[src/rtl/codec_ctrl_pkg.sv]
// Package codec_ctrl_pkg
// Holds the address map, the default values and the helper functions shared by
// the control register file. Assumes the balance windows do not overlap 0x80-0x8F.
package codec_ctrl_pkg;

    localparam logic [7:0] BAL_BASE_A    = 8'h00;
    localparam logic [7:0] BAL_BASE_B    = 8'h40;

    localparam logic [7:0] ADDR_RESET    = 8'h80;
    localparam logic [7:0] ADDR_ACTIVE   = 8'h81;
    localparam logic [7:0] ADDR_BITOFF   = 8'h82;
    localparam logic [7:0] ADDR_SLOT     = 8'h83;
    localparam logic [7:0] ADDR_GAIN1_LO = 8'h84;
    localparam logic [7:0] ADDR_GAIN1_HI = 8'h85;
    localparam logic [7:0] ADDR_GAIN2_LO = 8'h86;
    localparam logic [7:0] ADDR_GAIN2_HI = 8'h87;
    localparam logic [7:0] ADDR_TERM_B0  = 8'h8C;
    localparam logic [7:0] ADDR_TERM_B1  = 8'h8D;
    localparam logic [7:0] ADDR_TERM_B2  = 8'h8E;
    localparam logic [7:0] ADDR_TERM_B3  = 8'h8F;

    localparam int GAIN_W = 11;
    localparam int TERM_W = 31;

    localparam logic [GAIN_W-1:0] GAIN1_DFLT = 11'h400;
    localparam logic [GAIN_W-1:0] GAIN2_DFLT = 11'h1AC;
    localparam logic [TERM_W-1:0] TERM_DFLT  = 31'h07ED_0000;

    // Address of the i-th balance byte: first window, then second window.
    function automatic logic [7:0] bal_addr(input int i, input int span);
        logic [7:0] a;
        if (i < span) a = BAL_BASE_A + 8'(i);
        else          a = BAL_BASE_B + 8'(i - span);
        return a;
    endfunction

    // Irregular default of a balance byte, selected by its address.
    function automatic logic [7:0] bal_dflt(input logic [7:0] a);
        logic [7:0] d;
        case (a)
            8'h03, 8'h05: d = 8'h80;
            8'h45:        d = 8'h88;
            default:      d = 8'h00;
        endcase
        return d;
    endfunction

endpackage

[src/rtl/codec_bal_bank.sv]
// Module codec_bal_bank
// Stores the balance-filter coefficient bytes of both address windows. Each
// byte loads its own default on hardware reset or on a defaults reload.
// Assumes wr_en is already gated by the caller's busy logic.
module codec_bal_bank
    import codec_ctrl_pkg::*;
#(
    parameter int BAL_SPAN = 28
) (
    input  logic                      clk,
    input  logic                      rst_n,
    input  logic                      load_dflt,
    input  logic                      wr_en,
    input  logic [7:0]                addr,
    input  logic [7:0]                wdata,
    output logic [7:0]                rdata,
    output logic [2*BAL_SPAN*8-1:0]   coef_o
);

    localparam int BYTES = 2 * BAL_SPAN;

    // Packed default image of the whole bank, used by the reload check.
    function automatic logic [BYTES*8-1:0] dflt_image();
        logic [BYTES*8-1:0] v;
        v = '0;
        for (int i = 0; i < BYTES; i++) v[i*8 +: 8] = bal_dflt(bal_addr(i, BAL_SPAN));
        return v;
    endfunction

    localparam logic [BYTES*8-1:0] DFLT_IMAGE = dflt_image();

    logic [7:0] coef_q [BYTES];

    for (genvar gi = 0; gi < BYTES; gi++) begin : g_byte
        localparam logic [7:0] MY_ADDR = bal_addr(gi, BAL_SPAN);
        localparam logic [7:0] MY_DFLT = bal_dflt(MY_ADDR);

        // Byte storage: default on reset or reload, else host write.
        always_ff @(posedge clk) begin
            if (!rst_n || load_dflt) coef_q[gi] <= MY_DFLT;
            else if (wr_en && addr == MY_ADDR) coef_q[gi] <= wdata;
        end

        assign coef_o[gi*8 +: 8] = coef_q[gi];
    end

    // Read mux: selected byte, or zero when the address is outside the bank.
    always_comb begin
        rdata = 8'h00;
        for (int i = 0; i < BYTES; i++) begin
            if (addr == bal_addr(i, BAL_SPAN)) rdata = coef_q[i];
        end
    end

    // a reload leaves the whole bank at its default image.
    p_bank_reload_r5: assert property (@(posedge clk) disable iff (!rst_n)
        load_dflt |=> (coef_o == DFLT_IMAGE));

    // with no write and no reload, the bank holds its contents.
    p_bank_hold_r8: assert property (@(posedge clk) disable iff (!rst_n)
        (!wr_en && !load_dflt) |=> $stable(coef_o));

endmodule

[src/rtl/codec_cfg_regs.sv]
// Module codec_cfg_regs
// Holds the per-channel configuration fields (enable, bit offset, slot, two
// gain words, termination coefficient). Multi-byte fields are little-endian;
// bits above a field's width are dropped on write and read as zero.
module codec_cfg_regs
    import codec_ctrl_pkg::*;
#(
    parameter int CHAN_INDEX = 1
) (
    input  logic              clk,
    input  logic              rst_n,
    input  logic              load_dflt,
    input  logic              wr_en,
    input  logic [7:0]        addr,
    input  logic [7:0]        wdata,
    output logic [7:0]        rdata,
    output logic              active_o,
    output logic [2:0]        bit_off_o,
    output logic [7:0]        slot_o,
    output logic [GAIN_W-1:0] gain1_o,
    output logic [GAIN_W-1:0] gain2_o,
    output logic [TERM_W-1:0] term_o
);

    localparam logic [7:0] SLOT_DFLT = 8'(16 * CHAN_INDEX);

    // Field storage: defaults on reset or reload, byte writes otherwise.
    always_ff @(posedge clk) begin
        if (!rst_n || load_dflt) begin
            active_o  <= 1'b0;
            bit_off_o <= 3'd0;
            slot_o    <= SLOT_DFLT;
            gain1_o   <= GAIN1_DFLT;
            gain2_o   <= GAIN2_DFLT;
            term_o    <= TERM_DFLT;
        end else if (wr_en) begin
            case (addr)
                ADDR_ACTIVE:   active_o       <= wdata[0];
                ADDR_BITOFF:   bit_off_o      <= wdata[2:0];
                ADDR_SLOT:     slot_o         <= wdata;
                ADDR_GAIN1_LO: gain1_o[7:0]   <= wdata;
                ADDR_GAIN1_HI: gain1_o[10:8]  <= wdata[2:0];
                ADDR_GAIN2_LO: gain2_o[7:0]   <= wdata;
                ADDR_GAIN2_HI: gain2_o[10:8]  <= wdata[2:0];
                ADDR_TERM_B0:  term_o[7:0]    <= wdata;
                ADDR_TERM_B1:  term_o[15:8]   <= wdata;
                ADDR_TERM_B2:  term_o[23:16]  <= wdata;
                ADDR_TERM_B3:  term_o[30:24]  <= wdata[6:0];
                default: ;
            endcase
        end
    end

    // Read mux: zero-extended field bytes, zero for any other address.
    always_comb begin
        case (addr)
            ADDR_ACTIVE:   rdata = {7'd0, active_o};
            ADDR_BITOFF:   rdata = {5'd0, bit_off_o};
            ADDR_SLOT:     rdata = slot_o;
            ADDR_GAIN1_LO: rdata = gain1_o[7:0];
            ADDR_GAIN1_HI: rdata = {5'd0, gain1_o[10:8]};
            ADDR_GAIN2_LO: rdata = gain2_o[7:0];
            ADDR_GAIN2_HI: rdata = {5'd0, gain2_o[10:8]};
            ADDR_TERM_B0:  rdata = term_o[7:0];
            ADDR_TERM_B1:  rdata = term_o[15:8];
            ADDR_TERM_B2:  rdata = term_o[23:16];
            ADDR_TERM_B3:  rdata = {1'b0, term_o[30:24]};
            default:       rdata = 8'h00;
        endcase
    end

    // a reload puts the gain and termination fields at their defaults.
    p_cfg_reload_r5: assert property (@(posedge clk) disable iff (!rst_n)
        load_dflt |=> (gain1_o == GAIN1_DFLT && gain2_o == GAIN2_DFLT
                       && term_o == TERM_DFLT && !active_o));

    // with no write and no reload, every field holds.
    p_cfg_hold_r8: assert property (@(posedge clk) disable iff (!rst_n)
        (!wr_en && !load_dflt) |=> $stable({active_o, bit_off_o, slot_o,
                                            gain1_o, gain2_o, term_o}));

endmodule

[src/rtl/codec_rst_seq.sv]
// Module codec_rst_seq
// Holds the two reset-control bits, clears them on the first frame pulse
// after they are written, and times the post-reload quiet window.
// Assumes bits_wr is a single accepted write to the reset-control address.
module codec_rst_seq #(
    parameter int QUIET_CYC = 12800
) (
    input  logic       clk,
    input  logic       rst_n,
    input  logic       bits_wr,
    input  logic [1:0] wbits,
    input  logic       frame_sync,
    output logic [1:0] bits_q,
    output logic       busy_o
);

    localparam int CNT_W = $clog2(QUIET_CYC + 1);
    localparam logic [CNT_W-1:0] CNT_LOAD = CNT_W'(QUIET_CYC - 1);

    logic [CNT_W-1:0] cnt_q;

    // Control bits: written value held until the next frame pulse.
    always_ff @(posedge clk) begin
        if (!rst_n)          bits_q <= 2'b00;
        else if (bits_wr)    bits_q <= wbits;
        else if (frame_sync) bits_q <= 2'b00;
    end

    // Quiet-time counter: busy for exactly QUIET_CYC cycles after a reload.
    always_ff @(posedge clk) begin
        if (!rst_n) begin
            busy_o <= 1'b0;
            cnt_q  <= '0;
        end else if (bits_wr && wbits[0]) begin
            busy_o <= 1'b1;
            cnt_q  <= CNT_LOAD;
        end else if (busy_o) begin
            if (cnt_q == '0) busy_o <= 1'b0;
            else             cnt_q  <= cnt_q - 1'b1;
        end
    end

    // a reload request raises busy on the next cycle.
    p_busy_start_r8: assert property (@(posedge clk) disable iff (!rst_n)
        (bits_wr && wbits[0]) |=> busy_o);

    // busy cannot end while the quiet counter is still running.
    p_busy_hold_r8: assert property (@(posedge clk) disable iff (!rst_n)
        (busy_o && cnt_q != '0 && !bits_wr) |=> busy_o);

    // a frame pulse with no write clears the control bits.
    p_frame_clear_r6: assert property (@(posedge clk) disable iff (!rst_n)
        (frame_sync && !bits_wr) |=> (bits_q == 2'b00));

endmodule

[src/rtl/codec_ctrl_regs.sv]
// Module codec_ctrl_regs
// Top of the codec channel control register file. Gates host writes with the
// busy flag, decodes the reset-control byte and merges the read data of the
// sub-blocks. Assumes a one-byte-per-cycle host and a one-cycle frame pulse.
module codec_ctrl_regs
    import codec_ctrl_pkg::*;
#(
    parameter int CLK_HZ     = 50_000_000,
    parameter int QUIET_US   = 256,
    parameter int CHAN_INDEX = 1,
    parameter int BAL_SPAN   = 28
) (
    input  logic                     clk,
    input  logic                     rst_n,
    input  logic [7:0]               host_addr,
    input  logic                     host_wr,
    input  logic [7:0]               host_wdata,
    output logic [7:0]               host_rdata,
    input  logic                     frame_sync,
    output logic                     busy_o,
    output logic                     state_rst_o,
    output logic [2*BAL_SPAN*8-1:0]  bal_coef_o,
    output logic                     chan_active_o,
    output logic [2:0]               rx_bit_off_o,
    output logic [7:0]               rx_slot_o,
    output logic [GAIN_W-1:0]        rx_gain1_o,
    output logic [GAIN_W-1:0]        rx_gain2_o,
    output logic [TERM_W-1:0]        term_coef_o
);

    localparam int QUIET_CYC = (CLK_HZ / 1_000_000) * QUIET_US;

    logic       wr_ok;
    logic       ctl_wr;
    logic       load_dflt;
    logic [1:0] ctl_bits;
    logic [7:0] bank_rd;
    logic [7:0] cfg_rd;

    // Write acceptance and reset-control decode.
    assign wr_ok     = host_wr && !busy_o;
    assign ctl_wr    = wr_ok && (host_addr == ADDR_RESET);
    assign load_dflt = ctl_wr && host_wdata[0];

    // Datapath reset follows control bit 1 and the hardware reset.
    assign state_rst_o = ctl_bits[1] || !rst_n;

    codec_rst_seq #(.QUIET_CYC(QUIET_CYC)) u_seq (
        .clk        (clk),
        .rst_n      (rst_n),
        .bits_wr    (ctl_wr),
        .wbits      (host_wdata[1:0]),
        .frame_sync (frame_sync),
        .bits_q     (ctl_bits),
        .busy_o     (busy_o)
    );

    codec_bal_bank #(.BAL_SPAN(BAL_SPAN)) u_bank (
        .clk       (clk),
        .rst_n     (rst_n),
        .load_dflt (load_dflt),
        .wr_en     (wr_ok),
        .addr      (host_addr),
        .wdata     (host_wdata),
        .rdata     (bank_rd),
        .coef_o    (bal_coef_o)
    );

    codec_cfg_regs #(.CHAN_INDEX(CHAN_INDEX)) u_cfg (
        .clk       (clk),
        .rst_n     (rst_n),
        .load_dflt (load_dflt),
        .wr_en     (wr_ok),
        .addr      (host_addr),
        .wdata     (host_wdata),
        .rdata     (cfg_rd),
        .active_o  (chan_active_o),
        .bit_off_o (rx_bit_off_o),
        .slot_o    (rx_slot_o),
        .gain1_o   (rx_gain1_o),
        .gain2_o   (rx_gain2_o),
        .term_o    (term_coef_o)
    );

    // Read merge: each source returns zero outside its own addresses.
    always_comb begin
        host_rdata = bank_rd | cfg_rd;
        if (host_addr == ADDR_RESET) host_rdata = {6'd0, ctl_bits};
    end

    // setting control bit 1 raises the datapath reset on the next cycle.
    p_state_rst_r7: assert property (@(posedge clk) disable iff (!rst_n)
        (ctl_wr && host_wdata[1]) |=> state_rst_o);

    // a write seen while busy leaves the control byte unchanged.
    p_busy_drop_r8: assert property (@(posedge clk) disable iff (!rst_n)
        (busy_o && host_wr && !frame_sync) |=> $stable(ctl_bits));

endmodule

[config.mk]
export PLATFORM = sky130hd
export DESIGN_NAME = codec_ctrl_regs
export DESIGN_NICKNAME = d
export VERILOG_FILES = /design/src/rtl/codec_ctrl_pkg.sv /design/src/rtl/codec_bal_bank.sv /design/src/rtl/codec_cfg_regs.sv /design/src/rtl/codec_rst_seq.sv /design/src/rtl/codec_ctrl_regs.sv
export SDC_FILE = /design/constraint.sdc
export NUM_CORES = 1
export LEC_CHECK = 0
export ABC_AREA = 1
export BUFFER_PORTS_ARGS = -buffer_cell sky130_fd_sc_hd__buf_2
export CORE_AREA = 2 2 216 218
export DETAILED_ROUTE_END_ITERATION = 8
export DIE_AREA = 0 0 218 220
export PLACE_DENSITY = 0.8
export SYNTH_ARGS = -nofsm -noshare
export SYNTH_HDL_FRONTEND = slang
export SYNTH_HIERARCHICAL = 1
export SYNTH_SLANG_ARGS = --single-unit
export TNS_END_PERCENT = 20
[constraint.sdc]
create_clock -name clk -period 5.8 [get_ports clk]
set_clock_uncertainty 0.2 [all_clocks]
set_input_delay 1.16 -clock clk [delete_from_list [all_inputs] [get_ports clk]]
set_output_delay 1.16 -clock clk [all_outputs]
set_load 0.02 [all_outputs]
==> results.json <==
{
  "synth_seq_cells": 530,
  "grt_max_degree": 111,
  "initial_core_util": 0.542,
  "synthCells": 2758,
  "synth_most_common_cell": "nor2_1",
  "max_freq_mhz": 148,
  "power_density_nw_per_um2": 276,
  "power_frac_clock": 0.414,
  "avgSynthCellArea_um2": 9.01,
  "r2r_end": "u_bank/coef_q[1][39]",
  "critical_path_required_ns": 4.44,
  "dr.pass1.iters": 9,
  "ctsHoldBuffers": 0,
  "htreeDepth": 2,
  "ys_types": 37,
  "end_kind": "output pin",
  "setup_viol": 8,
  "async_flop_share": 0,
  "synthTopCellsByCount": "nor2_1 (647), nand2_1 (617), edfxtp_1 (448)",
  "min_path_cells": 2,
  "core_um2": 45900,
  "final_cells": 4052,
  "ys_seq_area_frac": 0.607,
  "yosys.area.top_type": "edfxtp_1",
  "drt_iter0_markers": 4053,
  "viasPerCell": 5.89,
  "slowest_stage": "nor2_4",
  "fillers": 3719,
  "grt-ovfl-total": 0,
  "r2r_slack_ns": 2.30,
  "gp_congestion": 0.999,
  "post-dp-hpwl_um": 68600,
  "cpPeakStageDelay_ns": 0.20,
  "antenna_left": 0,
  "crit_family": "simple AND/OR/NAND/NOR gates",
  "dieHeight_um": 220,
  "max_cap_violations": 0,
  "wl_um": 95700,
  "grt_pass1_wl_um": 137000,
  "finalCriticalPeriod_ns": 6.75,
  "drc_errors": 0,
  "slew_viol_final": 0,
  "die_x_um": 218,
  "power.internal_mw": 6.40,
  "clk_latency_ns": 0.60,
  "switchingPower_mw": 2.16,
  "dieArea_um2": 48000,
  "antenna_found_initial": 0,
  "netlist_area_um2": 24900,
  "finish.utilization": 0.676,
  "synth_edf_count": 448,
  "preCtsSetupSlack_ns": -0.865,
  "status": "finished with violations",
  "worstRegToRegCells": 4,
  "rows": 79,
  "portBuffers": 542,
  "synth.area.top_cells": "edfxtp_1 (54%), nor2_1 (9.8%), nand2_1 (9.3%), dfxtp_1 (6.6%), inv_1 (3.7%)",
  "hold_end": "u_cfg/term_o[10]",
  "p_leak_nw": 13.7,
  "synthFlopType": "edfxtp_1",
  "startpoint_type": "primary input",
  "criticalPathCategory": "in2out",
  "pin_count": 543,
  "clockBufferDepth": 3,
  "cts_buffers": 55,
  "syn-num-nets": 2780,
  "finalHoldViolations": 0,
  "pwr-share-comb": 0.081,
  "drive_gt1_frac": 0.278,
  "peakVddDrop_uv": 350,
  "worst-slew-pin-transition_ns": 1.34,
  "power_mw": 8.56,
  "slew_headroom": 0.0991,
  "critPathArrivalTime_ns": 5.39,
  "placedCellCount": 3950,
  "holdCritPathClass": "reg2reg",
  "path_clk_slew_ns": 0.06,
  "failed_checks": "setup timing",
  "cts_tree": "yes",
  "area_growth_pct": 24.7,
  "clock-sinks": 530,
  "crit_fanout": 7,
  "r2r-start": "u_seq/busy_o",
  "min_from": "u_cfg/term_o[10]",
  "finalWorstSetupSlack_ns": -0.951,
  "vias": 23853,
  "holdWs_ns": 0.270,
  "grt_pass1_vias": 22369,
  "swShare": 0.252,
  "period_share": 1.16,
  "grt.total_usage": 0.386,
  "cts_root_buffer": "clkbuf_16",
  "wl_per_cell_um": 23.6,
  "critical_path.most_common_cell": "nand2_1",
  "rsz0062_at_grt": "true",
  "seqPwrFrac": 0.506,
  "fin_nets": 3424,
  "synth_top_area_frac": 0.541,
  "crit_buf_inv": 6,
  "yosysWarnings": 6
}
[registers in the layout (all words and copies together), names as in the netlist]
signal / flops
u_cfg/term_o: 31
u_cfg/gain1_o: 11
u_bank/coef_q: 448
u_seq/busy_o: 1
u_cfg/gain2_o: 11
u_cfg/slot_o: 8
u_seq/cnt_q: 14
u_seq/bits_q: 2
u_cfg/bit_off_o: 3
u_cfg/active_o: 1
[repair_timing]
item / in CTS / in global routing
setup buffers: 0 / 2
cloned: 0 / 0
endpoints found under the setup margin: 8 / 8
pin swaps: 4 / 30
resized for setup: 12 / 41
[worst max path at each step]
stage / from / end / depth (start not counted)
after global routing: host_addr[2] / host_rdata[3] / 41
after global placement: host_addr[7] / host_rdata[1] / 36
after CTS: host_addr[7] / host_rdata[0] / 39
after detailed placement: host_addr[7] / host_rdata[1] / 36
after floorplan: host_addr[7] / host_rdata[1] / 34
final: host_addr[7] / host_rdata[4] / 40
[worst min-delay path, stage by stage (launching register included)]
cell and delay, ns:
dfxtp_1 0.32, inv_1 0.05, a21oi_1 0.05
[metrics by stage]
step / setup TNS, ns / area, um^2
finish: -6.89 / 31000
global route: -8.90 / 31000
CTS: -5.74 / 30900
detailed placement: -6.15 / 29100
global placement: -5.53 / 29100
floorplan: 0 / 24900
[power groups by stage]
stage	combinational (mW)	sequential [mW]	clock, mW
floorplan	0.219	4.51	0
global placement	0.659	4.40	0
detailed placement	0.666	4.40	0
CTS	0.670	4.32	3.56
global route	0.717	4.33	3.69
finish	0.692	4.33	3.54
[area by class of cell]
type                       instances  area, um^2  area share
sequential                       530       15100       0.487
multi-input combinational       1858        8440       0.272
timing repair buffer             693        3930       0.127
clock buffer                      69        1470      0.0475
inverter                         264         996      0.0321
tap                              607         759      0.0245
clock inverter                    30         298     0.00961
antenna                            1        2.50   0.0000807
[logic make-up after synthesis]
group | count (synthesis) | share of synthesized area
adder cells (fa/ha/maj) | 2 | 0.00101
AO/OA/AOI/OAI | 192 | 0.0411
buffers and inverters | 370 | 0.0590
flip-flops | 530 | 0.607
AND/OR/NAND/NOR | 1664 | 0.292
[layout by cell type (no fill, tap or decap), drive strengths merged]
cell,netlist,routed
edfxtp,448,448
or2,67,67
nand4,105,105
nor2,682,682
nor3,7,7
nand3,173,173
buf,26,692
bufinv,0,5
clkinvlp,0,6
o21ai,83,83
a21oi,93,93
diode,0,1
ha,2,2
a31oi,1,1
dfxtp,82,82
nor4,1,1
clkinv,2,20
nand2,629,629
clkbuf,80,70
inv,262,263
o211ai,15,15
[metal layers]
metal / share of wire / global-route usage
met4: 0.063 / 0.220
met5: 0 / 0
met3: 0.13 / 0.0939
met2: 0.47 / 0.623
met1: 0.34 / 0.475
No activity file was read; power rests on OpenSTA's default activity.
